[src/rtl/hbd_pkg.sv]
package hbd_pkg;
  typedef struct packed {
    logic cs_n;
    logic rd_n;
    logic wr_n;
    logic a0;
  } host_pins_t;

  localparam host_pins_t PINS_IDLE = '{cs_n: 1'b1, rd_n: 1'b1, wr_n: 1'b1, a0: 1'b0};

  typedef enum logic {STYLE_SPLIT = 1'b0, STYLE_DIR_DS = 1'b1} strobe_style_e;
  typedef enum logic {BUS_MUX = 1'b0, BUS_DEMUX = 1'b1} bus_kind_e;
endpackage

[src/rtl/hbd_pin_sync.sv]
module hbd_pin_sync
  import hbd_pkg::*;
#(
  parameter int STAGES = 2
) (
  input  logic       clk_i,
  input  logic       rst_ni,
  input  host_pins_t pins_i,
  output host_pins_t pins_o,
  output logic       prev_wr_no
);
  localparam int LAST = STAGES - 1;

  host_pins_t [LAST:0] stg_q;
  logic                prev_wr_q;

  always_ff @(posedge clk_i or negedge rst_ni) begin
    if (!rst_ni) begin
      for (int i = 0; i < STAGES; i++) stg_q[i] <= PINS_IDLE;
      prev_wr_q <= 1'b1;
    end else begin
      stg_q[0]  <= pins_i;
      for (int i = 1; i < STAGES; i++) stg_q[i] <= stg_q[i-1];
      prev_wr_q <= stg_q[LAST].wr_n;
    end
  end

  assign pins_o     = stg_q[LAST];
  assign prev_wr_no = prev_wr_q;

  AST_IDLE_AFTER_RESET: assert property (@(posedge clk_i)
    $rose(rst_ni) |-> (pins_o == PINS_IDLE)) else $error("sync not idle");
endmodule

[src/rtl/hbd_style_detect.sv]
module hbd_style_detect
  import hbd_pkg::*;
(
  input  logic          clk_i,
  input  logic          rst_ni,
  input  host_pins_t    pins_i,
  input  logic          prev_wr_ni,
  input  logic          freeze_i,
  output strobe_style_e style_o,
  output strobe_style_e style_nx_o,
  output logic          lock_o
);
  strobe_style_e style_q;
  logic          lock_q;
  logic          wr_edge;

  assign wr_edge = prev_wr_ni && !pins_i.wr_n;

  // read-side pin still high at write edge: separate strobes
  always_comb begin
    style_nx_o = style_q;
    if (!lock_q && wr_edge) style_nx_o = pins_i.rd_n ? STYLE_SPLIT : STYLE_DIR_DS;
  end

  always_ff @(posedge clk_i or negedge rst_ni) begin
    if (!rst_ni) begin
      style_q <= STYLE_SPLIT;
      lock_q  <= 1'b0;
    end else if (!lock_q) begin
      style_q <= style_nx_o;
      if (wr_edge || freeze_i) lock_q <= 1'b1;
    end
  end

  assign style_o = style_q;
  assign lock_o  = lock_q;

  AST_STYLE_DEFAULT: assert property (@(posedge clk_i) disable iff (!rst_ni)
    !lock_q |-> (style_q == STYLE_SPLIT)) else $error("style moved while unlocked");
  AST_STYLE_FROZEN: assert property (@(posedge clk_i) disable iff (!rst_ni)
    lock_q |=> ($stable(style_q) && lock_q)) else $error("style changed after lock");
  AST_STYLE_ON_EDGE: assert property (@(posedge clk_i) disable iff (!rst_ni)
    $rose(lock_q) && !$past(freeze_i) |-> $past(prev_wr_ni && !pins_i.wr_n)) else $error("style lock without write edge");
endmodule

[src/rtl/hbd_strobe_norm.sv]
module hbd_strobe_norm
  import hbd_pkg::*;
(
  input  host_pins_t    pins_i,
  input  strobe_style_e style_i,
  output logic          rd_int_o,
  output logic          wr_int_o,
  output logic          any_strobe_o
);
  always_comb begin
    if (style_i == STYLE_DIR_DS) begin
      rd_int_o     = pins_i.rd_n && !pins_i.wr_n;
      wr_int_o     = !pins_i.rd_n && !pins_i.wr_n;
      any_strobe_o = !pins_i.wr_n;
    end else begin
      rd_int_o     = !pins_i.rd_n;
      wr_int_o     = !pins_i.wr_n;
      any_strobe_o = !pins_i.wr_n || !pins_i.rd_n;
    end
  end

  always_comb begin
    if (style_i == STYLE_DIR_DS)
      AST_DS_EXCLUSIVE: assert (!(rd_int_o && wr_int_o)) else $error("read and write together");
  end
endmodule

[src/rtl/hbd_bus_detect.sv]
module hbd_bus_detect
  import hbd_pkg::*;
(
  input  logic      clk_i,
  input  logic      rst_ni,
  input  logic      a0_i,
  input  logic      strobe_i,
  input  logic      freeze_i,
  output bus_kind_e bus_o,
  output logic      lock_o
);
  bus_kind_e bus_q;
  logic      lock_q;
  logic      odd_seen;

  assign odd_seen = strobe_i && a0_i;

  always_ff @(posedge clk_i or negedge rst_ni) begin
    if (!rst_ni) begin
      bus_q  <= BUS_MUX;
      lock_q <= 1'b0;
    end else if (!lock_q) begin
      if (odd_seen) bus_q <= BUS_DEMUX;
      if (odd_seen || freeze_i) lock_q <= 1'b1;
    end
  end

  assign bus_o  = bus_q;
  assign lock_o = lock_q;

  AST_BUS_DEFAULT: assert property (@(posedge clk_i) disable iff (!rst_ni)
    !lock_q |-> (bus_q == BUS_MUX)) else $error("bus moved while unlocked");
  AST_BUS_FROZEN: assert property (@(posedge clk_i) disable iff (!rst_ni)
    lock_q |=> ($stable(bus_q) && lock_q)) else $error("bus changed after lock");
  AST_DEMUX_NEEDS_A0: assert property (@(posedge clk_i) disable iff (!rst_ni)
    (bus_q == BUS_MUX) ##1 (bus_q == BUS_DEMUX) |-> $past(a0_i && strobe_i)) else $error("demux without odd access");
endmodule

[src/rtl/host_bus_detect.sv]
module host_bus_detect
  import hbd_pkg::*;
#(
  parameter int SYNC_STAGES = 2
) (
  input  logic clk_i,
  input  logic rst_ni,
  input  logic cs_ni,
  input  logic rd_ni,
  input  logic wr_ni,
  input  logic a0_i,
  output logic style_ds_o,
  output logic bus_demux_o,
  output logic rd_o,
  output logic wr_o
);
  host_pins_t    pins_raw, pins_s;
  logic          prev_wr_n;
  strobe_style_e style, style_nx;
  bus_kind_e     bus;
  logic          style_lock, bus_lock;
  logic          rd_int, wr_int, any_strobe, freeze;

  assign pins_raw = '{cs_n: cs_ni, rd_n: rd_ni, wr_n: wr_ni, a0: a0_i};

  hbd_pin_sync #(.STAGES(SYNC_STAGES)) u_sync (
    .clk_i(clk_i), .rst_ni(rst_ni), .pins_i(pins_raw),
    .pins_o(pins_s), .prev_wr_no(prev_wr_n)
  );

  hbd_style_detect u_style (
    .clk_i(clk_i), .rst_ni(rst_ni), .pins_i(pins_s), .prev_wr_ni(prev_wr_n),
    .freeze_i(freeze), .style_o(style), .style_nx_o(style_nx), .lock_o(style_lock)
  );

  hbd_strobe_norm u_norm (
    .pins_i(pins_s), .style_i(style_nx),
    .rd_int_o(rd_int), .wr_int_o(wr_int), .any_strobe_o(any_strobe)
  );

  assign freeze = !pins_s.cs_n && rd_int;

  hbd_bus_detect u_bus (
    .clk_i(clk_i), .rst_ni(rst_ni), .a0_i(pins_s.a0), .strobe_i(any_strobe),
    .freeze_i(freeze), .bus_o(bus), .lock_o(bus_lock)
  );

  assign style_ds_o  = (style == STYLE_DIR_DS);
  assign bus_demux_o = (bus == BUS_DEMUX);
  assign rd_o        = !pins_s.cs_n && rd_int;
  assign wr_o        = !pins_s.cs_n && wr_int;

  AST_FREEZE_LOCKS: assert property (@(posedge clk_i) disable iff (!rst_ni)
    rd_o |=> (style_lock && bus_lock)) else $error("read did not freeze");
  AST_NO_STROBE_UNSELECTED: assert property (@(posedge clk_i) disable iff (!rst_ni)
    pins_s.cs_n |-> (!rd_o && !wr_o)) else $error("strobe without select");
endmodule

[config.mk]
export PLATFORM = sky130hd
export DESIGN_NAME = host_bus_detect
export DESIGN_NICKNAME = d
export VERILOG_FILES = /design/src/rtl/hbd_pkg.sv /design/src/rtl/hbd_pin_sync.sv /design/src/rtl/hbd_style_detect.sv /design/src/rtl/hbd_strobe_norm.sv /design/src/rtl/hbd_bus_detect.sv /design/src/rtl/host_bus_detect.sv
export SDC_FILE = /design/constraint.sdc
export NUM_CORES = 1
export LEC_CHECK = 0
export BUFFER_PORTS_ARGS = -buffer_cell sky130_fd_sc_hd__clkbuf_2
export CORE_AREA = 2 2 39 41
export CTS_CLUSTER_DIAMETER = 80
export CTS_CLUSTER_SIZE = 40
export DETAILED_ROUTE_END_ITERATION = 8
export DIE_AREA = 0 0 41 43
export GPL_TIMING_DRIVEN = 0
export SLEW_MARGIN = 30
export SYNTH_ARGS = -nofsm -noshare
export SYNTH_HDL_FRONTEND = slang
export SYNTH_SLANG_ARGS = --single-unit
export TNS_END_PERCENT = 100
[constraint.sdc]
create_clock -name clk_i -period 2.07 [get_ports clk_i]
set_input_delay 0.207 -clock clk_i [delete_from_list [all_inputs] [get_ports clk_i]]
set_output_delay 0.207 -clock clk_i [all_outputs]
set_load 0.005 [all_outputs]
# After elaboration in Yosys (flattened, before gate mapping)
# Index checks and enable logic that the tools add are counted.
[totals] input_bits=6 reg_bits=13 out_inout_bits=4 elab_cells=38
[classes] bitwise=1 reduce_logical=15 muxes=9
[op_table] cell="$mux W1" count=9
[op_table] cell="$logic_and A1 B1 Y1" count=7
[op_table] cell="$logic_not A1 Y1" count=4
[op_table] cell="$logic_or A1 B1 Y1" count=3
[op_table] cell="$reduce_and A2 Y1" count=1
[op_table] cell="$not A1 Y1" count=1

# Longest topological paths before layout
# Gate-level depths: netlist (run 1).
[depth] ltp_word=9 ltp_mapped=3 ltp_nobuf=3

# Hierarchy
# Synthesis (run 1) repeated with hierarchy kept, for this count alone.
[unflattened] cells_unflattened=34 area_unflattened_um2=473.0
[modules_own_cells] module="hbd_pin_sync" area_each_um2=264.0 seq_area_each_um2=234.0 cells_each=13 n_inst=1
[modules_own_cells] module="hbd_style_detect" area_each_um2=105.1 seq_area_each_um2=50.0 cells_each=9 n_inst=1
[modules_own_cells] module="hbd_bus_detect" area_each_um2=68.8 seq_area_each_um2=50.0 cells_each=6 n_inst=1
[modules_own_cells] module="hbd_strobe_norm" area_each_um2=22.5 seq_area_each_um2=0.0 cells_each=4 n_inst=1
[modules_own_cells] module="host_bus_detect" area_each_um2=12.5 seq_area_each_um2=0.0 cells_each=2 n_inst=1

# Worst setup path after synthesis (run 1)
# Ideal clock, no wire load.
[synth_path] path_type="register to register" start="register u_sync.prev_wr_q (netlist: u_sync.prev_wr_no)" end="register u_bus.lock_q (netlist: u_bus.lock_o)" setup_slack_ps=797 n_path_buf=0 path_stages_with_launch=4 synth_period_minus_slack_ps=1273 t_arrival_ps=1142 setup_ps=132 required_ps=1938 cell_sequence="dfstp_2 nor3b_4 a211oi_2 or3b_1"
[synth_between] elab_chain_cells=8 elab_cells_between_ends=10 classes_between="mux: 5; reduce/logical: 5"
[synth_lines] item="from (decl)" line="hbd_pin_sync.sv:15" rtl="logic prev_wr_q;"
[synth_lines] item="from (signal assigned)" line="hbd_pin_sync.sv:24" rtl="prev_wr_q <= stg_q[LAST].wr_n;"
[synth_lines] item="$logic_and A1 B1 Y1" line="hbd_style_detect.sv:17" rtl="assign wr_edge = prev_wr_ni && !pins_i.wr_n;"
[synth_lines] item="$logic_and A1 B1 Y1" line="hbd_style_detect.sv:22" rtl="if (!lock_q && wr_edge) style_nx_o = pins_i.rd_n ? STYLE_SPLIT : STYLE_DIR_DS;"
[synth_lines] item="$mux W1" line="hbd_style_detect.sv:22"
[synth_lines] item="$mux W1" line="hbd_strobe_norm.sv:11" rtl="if (style_i == STYLE_DIR_DS) begin"
[synth_lines] item="$logic_and A1 B1 Y1"
[synth_lines] item="net rd_o" line="host_bus_detect.sv:14" rtl="output logic rd_o,"
[synth_lines] item="$logic_or A1 B1 Y1" line="hbd_bus_detect.sv:24" rtl="if (odd_seen || freeze_i) lock_q <= 1'b1;"
[synth_lines] item="$mux W1" line="hbd_bus_detect.sv:24"
[synth_lines] item="$mux W1" line="hbd_bus_detect.sv:22" rtl="end else if (!lock_q) begin"
[synth_lines] item="to (signal assigned)" line="hbd_bus_detect.sv:21" rtl="lock_q <= 1'b0;"
[synth_lines] item="to (signal assigned)" line="hbd_bus_detect.sv:24"
[synth_lines] item="to (decl)" line="hbd_bus_detect.sv:13" rtl="logic lock_q;"
# The timed path passes the listed nets, and every way through them passes these cells.
# A chain may end at the register's enable or synchronous reset.

# Final worst setup path (run 1)
[layout_path] start="register u_sync.stg_q (netlist bit u_sync.pins_o[2])" end="output port rd_o"
[layout_between] elab_chain_cells=4 elab_cells_between_ends=6 classes_between="mux: 3; reduce/logical: 3"
[layout_lines] item="from (decl)" line="hbd_pin_sync.sv:14" rtl="host_pins_t [LAST:0] stg_q;"
[layout_lines] item="$mux W1 (2 in series)" line="hbd_style_detect.sv:22"
[layout_lines] item="$mux W1 *" line="hbd_strobe_norm.sv:11"
[layout_lines] item="$logic_and A1 B1 Y1 *" line="host_bus_detect.sv:50" rtl="assign rd_o = !pins_s.cs_n && rd_int;"
[layout_lines] item="to (decl)" line="host_bus_detect.sv:14"
# Every way passes the cells marked *; elsewhere a longest branch is shown, timed or not.

==> results of run 1 <==
how the worst min path moves through the flow:
stage / from / cells after the start / slack (ns) / end
final: rd_ni / 1 / 0.02 / u_sync.stg_q[2]
after global routing: rd_ni / 1 / 0.00006 / u_sync.stg_q[2]
after CTS: cs_ni / 1 / 0.006 / u_sync.stg_q[3]
after detailed placement: rst_ni / 1 / 0.11 / u_sync.pins_o[0]
after global placement: rst_ni / 1 / 0.1 / u_style.lock_o
after floorplan: rst_ni / 0 / -0.09 / u_bus.bus_o
final cells by class:
class | count | area share [%]
well taps | 16 | 3.56
multi-input cells | 13 | 18.3
flip-flops and latches | 13 | 59.5
clock buffers | 4 | 4.68
repair buffers | 12 | 13.4
inverters | 1 | 0.668
power by group:
group / internal, mW / switching [mW] / total (mW)
logic: 0.0115 / 0.00915 / 0.0206
registers: 0.269 / 0.00606 / 0.275
clock network: 0.0745 / 0.0698 / 0.144
total: 0.355 / 0.0850 / 0.440
flip-flops by register name (all words and copies together) (netlist names):
name and cells:
u_bus.bus_o 1, u_bus.lock_o 1, u_sync.pins_o 4, u_sync.stg_q 4, u_sync.prev_wr_no 1, u_style.lock_o 1, u_style.style_o 1
cell usage after synthesis:
| cell | count |
|---|---|
| dfstp_2 | 7 |
| dfrtp_1 | 6 |
| a211o_1 | 1 |
| a211oi_2 | 1 |
| a21oi_1 | 1 |
| a311oi_1 | 1 |
| inv_1 | 1 |
| nand2_1 | 1 |
| nand2b_1 | 1 |
| nand3b_1 | 1 |
| nor2_1 | 1 |
| nor3b_4 | 1 |
| o21ai_0 | 1 |
| o21bai_1 | 1 |
| or2_0 | 1 |
| or3b_1 | 1 |
kinds of logic after synthesis:
kind of cell / count (synthesis) / share of synthesized area [%]
buffers and inverters: 1 / 0.851
flip-flops: 13 / 75.9
AND/OR/NAND/NOR: 7 / 12.5
AO/OA/AOI/OAI: 6 / 10.8
routing by layer:
layer	vias up	share of wire (%)	track usage, %
met3	2	7.8	3.14
met1	128	36	9.69
met5	-	0	0
met4	0	2.8	8.00
li1	127	-	-
met2	11	53	15.6
through the flow:
| step | total power, mW | hold slack, ns | cell area, um2 | util [%] |
|---|---|---|---|---|
| 3_5_place_dp | 0.297 | 0.109 | 505 | 36.5 |
| 5_1_grt | 0.469 | 0.0000566 | 562 | 40.6 |
| 6_report | 0.440 | 0.0221 | 562 | 40.6 |
| 2_1_floorplan | 0.283 | -0.0886 | 440 | - |
| 3_3_place_gp | 0.295 | 0.0982 | 505 | 36.5 |
| 4_1_cts | 0.447 | 0.00611 | 542 | 39.2 |
layout by cell type, fill, tap and decap left out, types with 3 or more instances in the layout:
cell type | netlist | final
clkbuf_4 | 0 | 3
dfstp_2 | 7 | 7
dfrtp_1 | 6 | 6
clkbuf_2 | 0 | 9
dlygate4sd3_1 | 0 | 3
critical path, stage by stage (launching register included):
cell	delay (ns)
dfstp_2	0.57
nand3b_1	0.10
a211oi_2	0.29
clkbuf_2	0.16
==> results.yml, run 1 <==
critical_path:
  cp.required_ns: 1.86
  crit_path_start_kind: "flip-flop"
  critical_path.max_fanout: 5
  rr_startpoint: "u_sync.prev_wr_no"
  cp-endpoint: "rd_o"
  rrSetupSlack_ns: 0.73
  crit_type: "flip-flop to output pin"
  crit_start: "u_sync.pins_o[2]"
  end_kind: "output pin"
  cp.arrival_ns: 1.38
  rr_worst_depth: 3
  timing.rr.end: "u_bus.lock_o"
finish:
  antenna_cells: 0
  ff_latch_area_um2: 334
  fin_cells: 59
  n_fill_cell: 141
  area_growth_syn_to_layout_pct: 27.6
  multiInputGateArea_um2: 103
  drive_above_1_share_pct: 48.8
  nets: 50
yosys:
  synth_fp_nets: 33
  yosys.area.top_type: "dfstp_2"
  ys_seq_area_share_pct: 75.9
  syn_avg_cell_area_um2: 16.3
  syn-cell-area_um2: 440
  synthCells: 27
  yosys_warnings: 0
  yosys.cell_types.count: 16
  yosysTopAreaCellShare_pct: 41.8
  synth_seq_cells: 13
  synth.area.top_cells: "dfstp_2 42%, dfrtp_1 34%, nor3b_4 4.3%"
global_routing:
  grt_pass1_vias: 295
  grt_antenna_before_repair: 0
  grt_max_degree: 14
  grt.total_usage_pct: 9.86
  grt_pass1_wl_mm: 1.10
  grt.overflow.total: 0
power_and_ir_drop:
  power_density_nw_per_um2: 782
  power_leakage_nw: 0.242
  irDropWorstVdd_v: 0.000348
sta:
  skew_ns: 0.00226
  final_max_slew_viol_count: 0
  grt_setup_unrepaired: "no"
  fin_ws_ns: 0.483
  min_period_ns: 1.59
  max_freq_mhz: 630
  setup_viol: 0
  finalHoldViolations: 0
  tns_ns: 0
  fin_crit_sh_pct: 76.7
  tightest_slew_ns: 0.294
  relSlewSlack_pct: 80.4
placed_design:
  dpl_worst_slack_ns: 0.729
  gp_congestion: 0.606
  dp.cells: 52
  port_buffers: 9
  hpwlAfterDp_um: 488
cts:
  root_buffer: "clkbuf_4"
  cts_tree: "built"
  h-tree-depth: 1
  post_cts_buffers: 0
  clk_pin_slew_ns: 0.07
  cts_made_buffers: 3
  insertion_delay_ns: 0.26
  cts_hold_buffers: 1
  cts_resized: 0
  clkSinkCount: 13
  clk_path_buf_depth: 2
min_path:
  hold_path_class: "primary input to flip-flop"
routing:
  wl_per_cell_um: 10.2
  first_pass_iters: 2
  drc: 0
  post_drt_via_cell_ratio: 4.54
  drt-total-wl_um: 603
  drtIter0Drc: 1
  antenna_left: 0
  via_count: 268
status:
  status: "finished, final reports clean"
floorplanning:
  rows: 14
  die_w_um: 41
  dieArea_um2: 1760
  coreArea_um2: 1380
  io_pins: 10
  die_y_um: 43
  initial_core_util_pct: 31.8
job:
  cap_violations: 0
Power figures use the tool's default switching activity.
==> run 2: changes to the inputs <==
==> constraint.sdc (replaced) <==
create_clock -name clk_i -period 1.35 [get_ports clk_i]
set_input_delay 0.135 -clock clk_i [delete_from_list [all_inputs] [get_ports clk_i]]
set_output_delay 0.135 -clock clk_i [all_outputs]
set_load 0.005 [all_outputs]
==> run 2 against run 1 <==
Against the previous run:
- global-route usage rose by 0.83 points
- flip-flop and latch count did not move
- via count rose by 12%
- critical path depth rose by 1
- largest cell class unchanged
- setup slack got worse by 0.58 ns
- cell count rose by 10%
- sequential share of layout area fell by 4.9 points
- final area rose by 8.9%
- the flow now finishes with violations (setup timing)
- clock skew fell by 0.00067 ns
==> results.yml, run 2 (synthesized netlist as in run 1, its figures left out) <==
power_and_ir_drop:
  power_leakage_nw: 0.273
  power_density_nw_per_um2: 1110
  report.power.total_uw: 681
  irDropWorstVdd_v: 0.000537
critical_path:
  critical_path.max_fanout: 6
  crit_start: "u_sync.pins_o[1]"
  cp.required_ns: 1.49
  rr_worst_depth: 4
  rrSetupSlack_ns: -0.09
  timing.rr.end: "u_bus.lock_o"
  rr_startpoint: "u_sync.pins_o[1]"
  crit_path_start_kind: "flip-flop"
  end_kind: "flip-flop"
  crit_type: "flip-flop to flip-flop"
  cp.arrival_ns: 1.58
floorplanning:
  rows: 14
  initial_core_util_pct: 31.8
  die_y_um: 43
  io_pins: 10
  die_w_um: 41
  coreArea_um2: 1380
  dieArea_um2: 1760
status:
  status: "complete, but fails checks"
  failed_checks: "setup timing"
placed_design:
  hpwlAfterDp_um: 488
  dp.cells: 52
  gp_congestion: 0.606
  port_buffers: 9
routing:
  wl_per_cell_um: 10.5
  drc: 0
  drtIter0Drc: 1
  first_pass_iters: 2
  antenna_left: 0
  drt-total-wl_um: 685
  via_count: 299
  post_drt_via_cell_ratio: 4.60
sta:
  tns_ns: -0.181
  max_freq_mhz: 693
  skew_ns: 0.00160
  min_period_ns: 1.44
  relSlewSlack_pct: 80.4
  fin_crit_sh_pct: 107
  grt_setup_unrepaired: "yes"
  finalHoldViolations: 0
  final_max_slew_viol_count: 0
  setup_viol: 2
  fin_ws_ns: -0.0929
  hold_slack_ns: 0.281
  tightest_slew_ns: 0.294
global_routing:
  grt.total_usage_pct: 10.7
  grt_pass1_wl_mm: 1.21
  grt_antenna_before_repair: 0
  grt.overflow.total: 0
  grt_max_degree: 14
  grt_pass1_vias: 328
finish:
  area_growth_syn_to_layout_pct: 38.9
  antenna_cells: 0
  most-common-layout-cells: "7 x clkbuf_2, 7 x dfstp_2, 6 x dfrtp_1"
  fin_cells: 65
  drive_above_1_share_pct: 51.0
  post-route-util_pct: 44.2
  nets: 56
cts:
  clk_path_buf_depth: 2
  clk_pin_slew_ns: 0.07
  cts_made_buffers: 3
  clkSinkCount: 13
  h-tree-depth: 1
  root_buffer: "clkbuf_4"
  insertion_delay_ns: 0.26
  cts_tree: "built"
job:
  cap_violations: 0
min_path:
  hold_path_class: "primary input to asynchronous set/reset pin"
==> run 2: changes by cell type in the layout (fill, tap and decap cells not counted) <==
| cell | previous run | this run |
|---|---|---|
| buf_2 | 0 | 2 |
| or2_0 | 1 | 0 |
| clkbuf_2 | 9 | 7 |
| or2_1 | 0 | 1 |
| dlygate4sd3_1 | 3 | 5 |
| buf_4 | 0 | 4 |
==> run 2: worst max-delay path by stage <==
stage                     cells past startpoint           end  slack [ns]
after floorplan                               3  u_bus.lock_o        0.08
after global placement                        3  u_bus.lock_o        0.05
after detailed placement                      3  u_bus.lock_o       0.009
after CTS                                     3          rd_o       -0.11
after global routing                          3          rd_o       -0.18
final                                         4  u_bus.lock_o       -0.09
==> run 2: through the flow <==
| step | setup WS, ns | cell area [um2] |
|---|---|---|
| after floorplan | 0.0768 | 440 |
| after global placement | 0.0521 | 505 |
| after detailed placement | 0.00904 | 505 |
| after CTS | -0.106 | 612 |
| after global routing | -0.175 | 612 |
| final | -0.0929 | 612 |
==> run 2: cell type report <==
class | instances | area [um2]
clock buffers | 4 | 26.3
fillers | 139 | 772
inverters | 1 | 3.75
multi-input cells | 13 | 103
flip-flops and latches | 13 | 334
well taps | 16 | 20.0
repair buffers | 18 | 125
==> run 2: worst max-delay path, cell delays in order, from the launching register on <==
cell and delay [ns]:
dfstp_2 0.60, nand3b_1 0.16, a211oi_2 0.08, buf_4 0.14, or3b_1 0.34
==> run 2: what timing repair did <==
item / CTS / global route
hold buffers: 5 / 0
gates resized for setup: 0 / 3
pin swaps: 2 / 2
setup buffers: 4 / 0
gates cloned: 0 / 0
endpoints found under the hold margin: 10 / 0
endpoints found under the setup margin: 3 / 4
==> run 2: per-layer routing <==
| layer | wire [um] | share of wire, % | track usage, % |
|---|---|---|---|
| met5 | 0 | 0 | 0 |
| met4 | 17 | 2.5 | 8.00 |
| met3 | 42 | 6.1 | 3.14 |
| met2 | 366 | 53 | 17.2 |
| met1 | 258 | 38 | 10.8 |
==> run 2: power by group <==
group	internal, mW	switching [mW]
Combinational	0.0234	0.0152
Sequential	0.412	0.00962
Clock	0.114	0.107
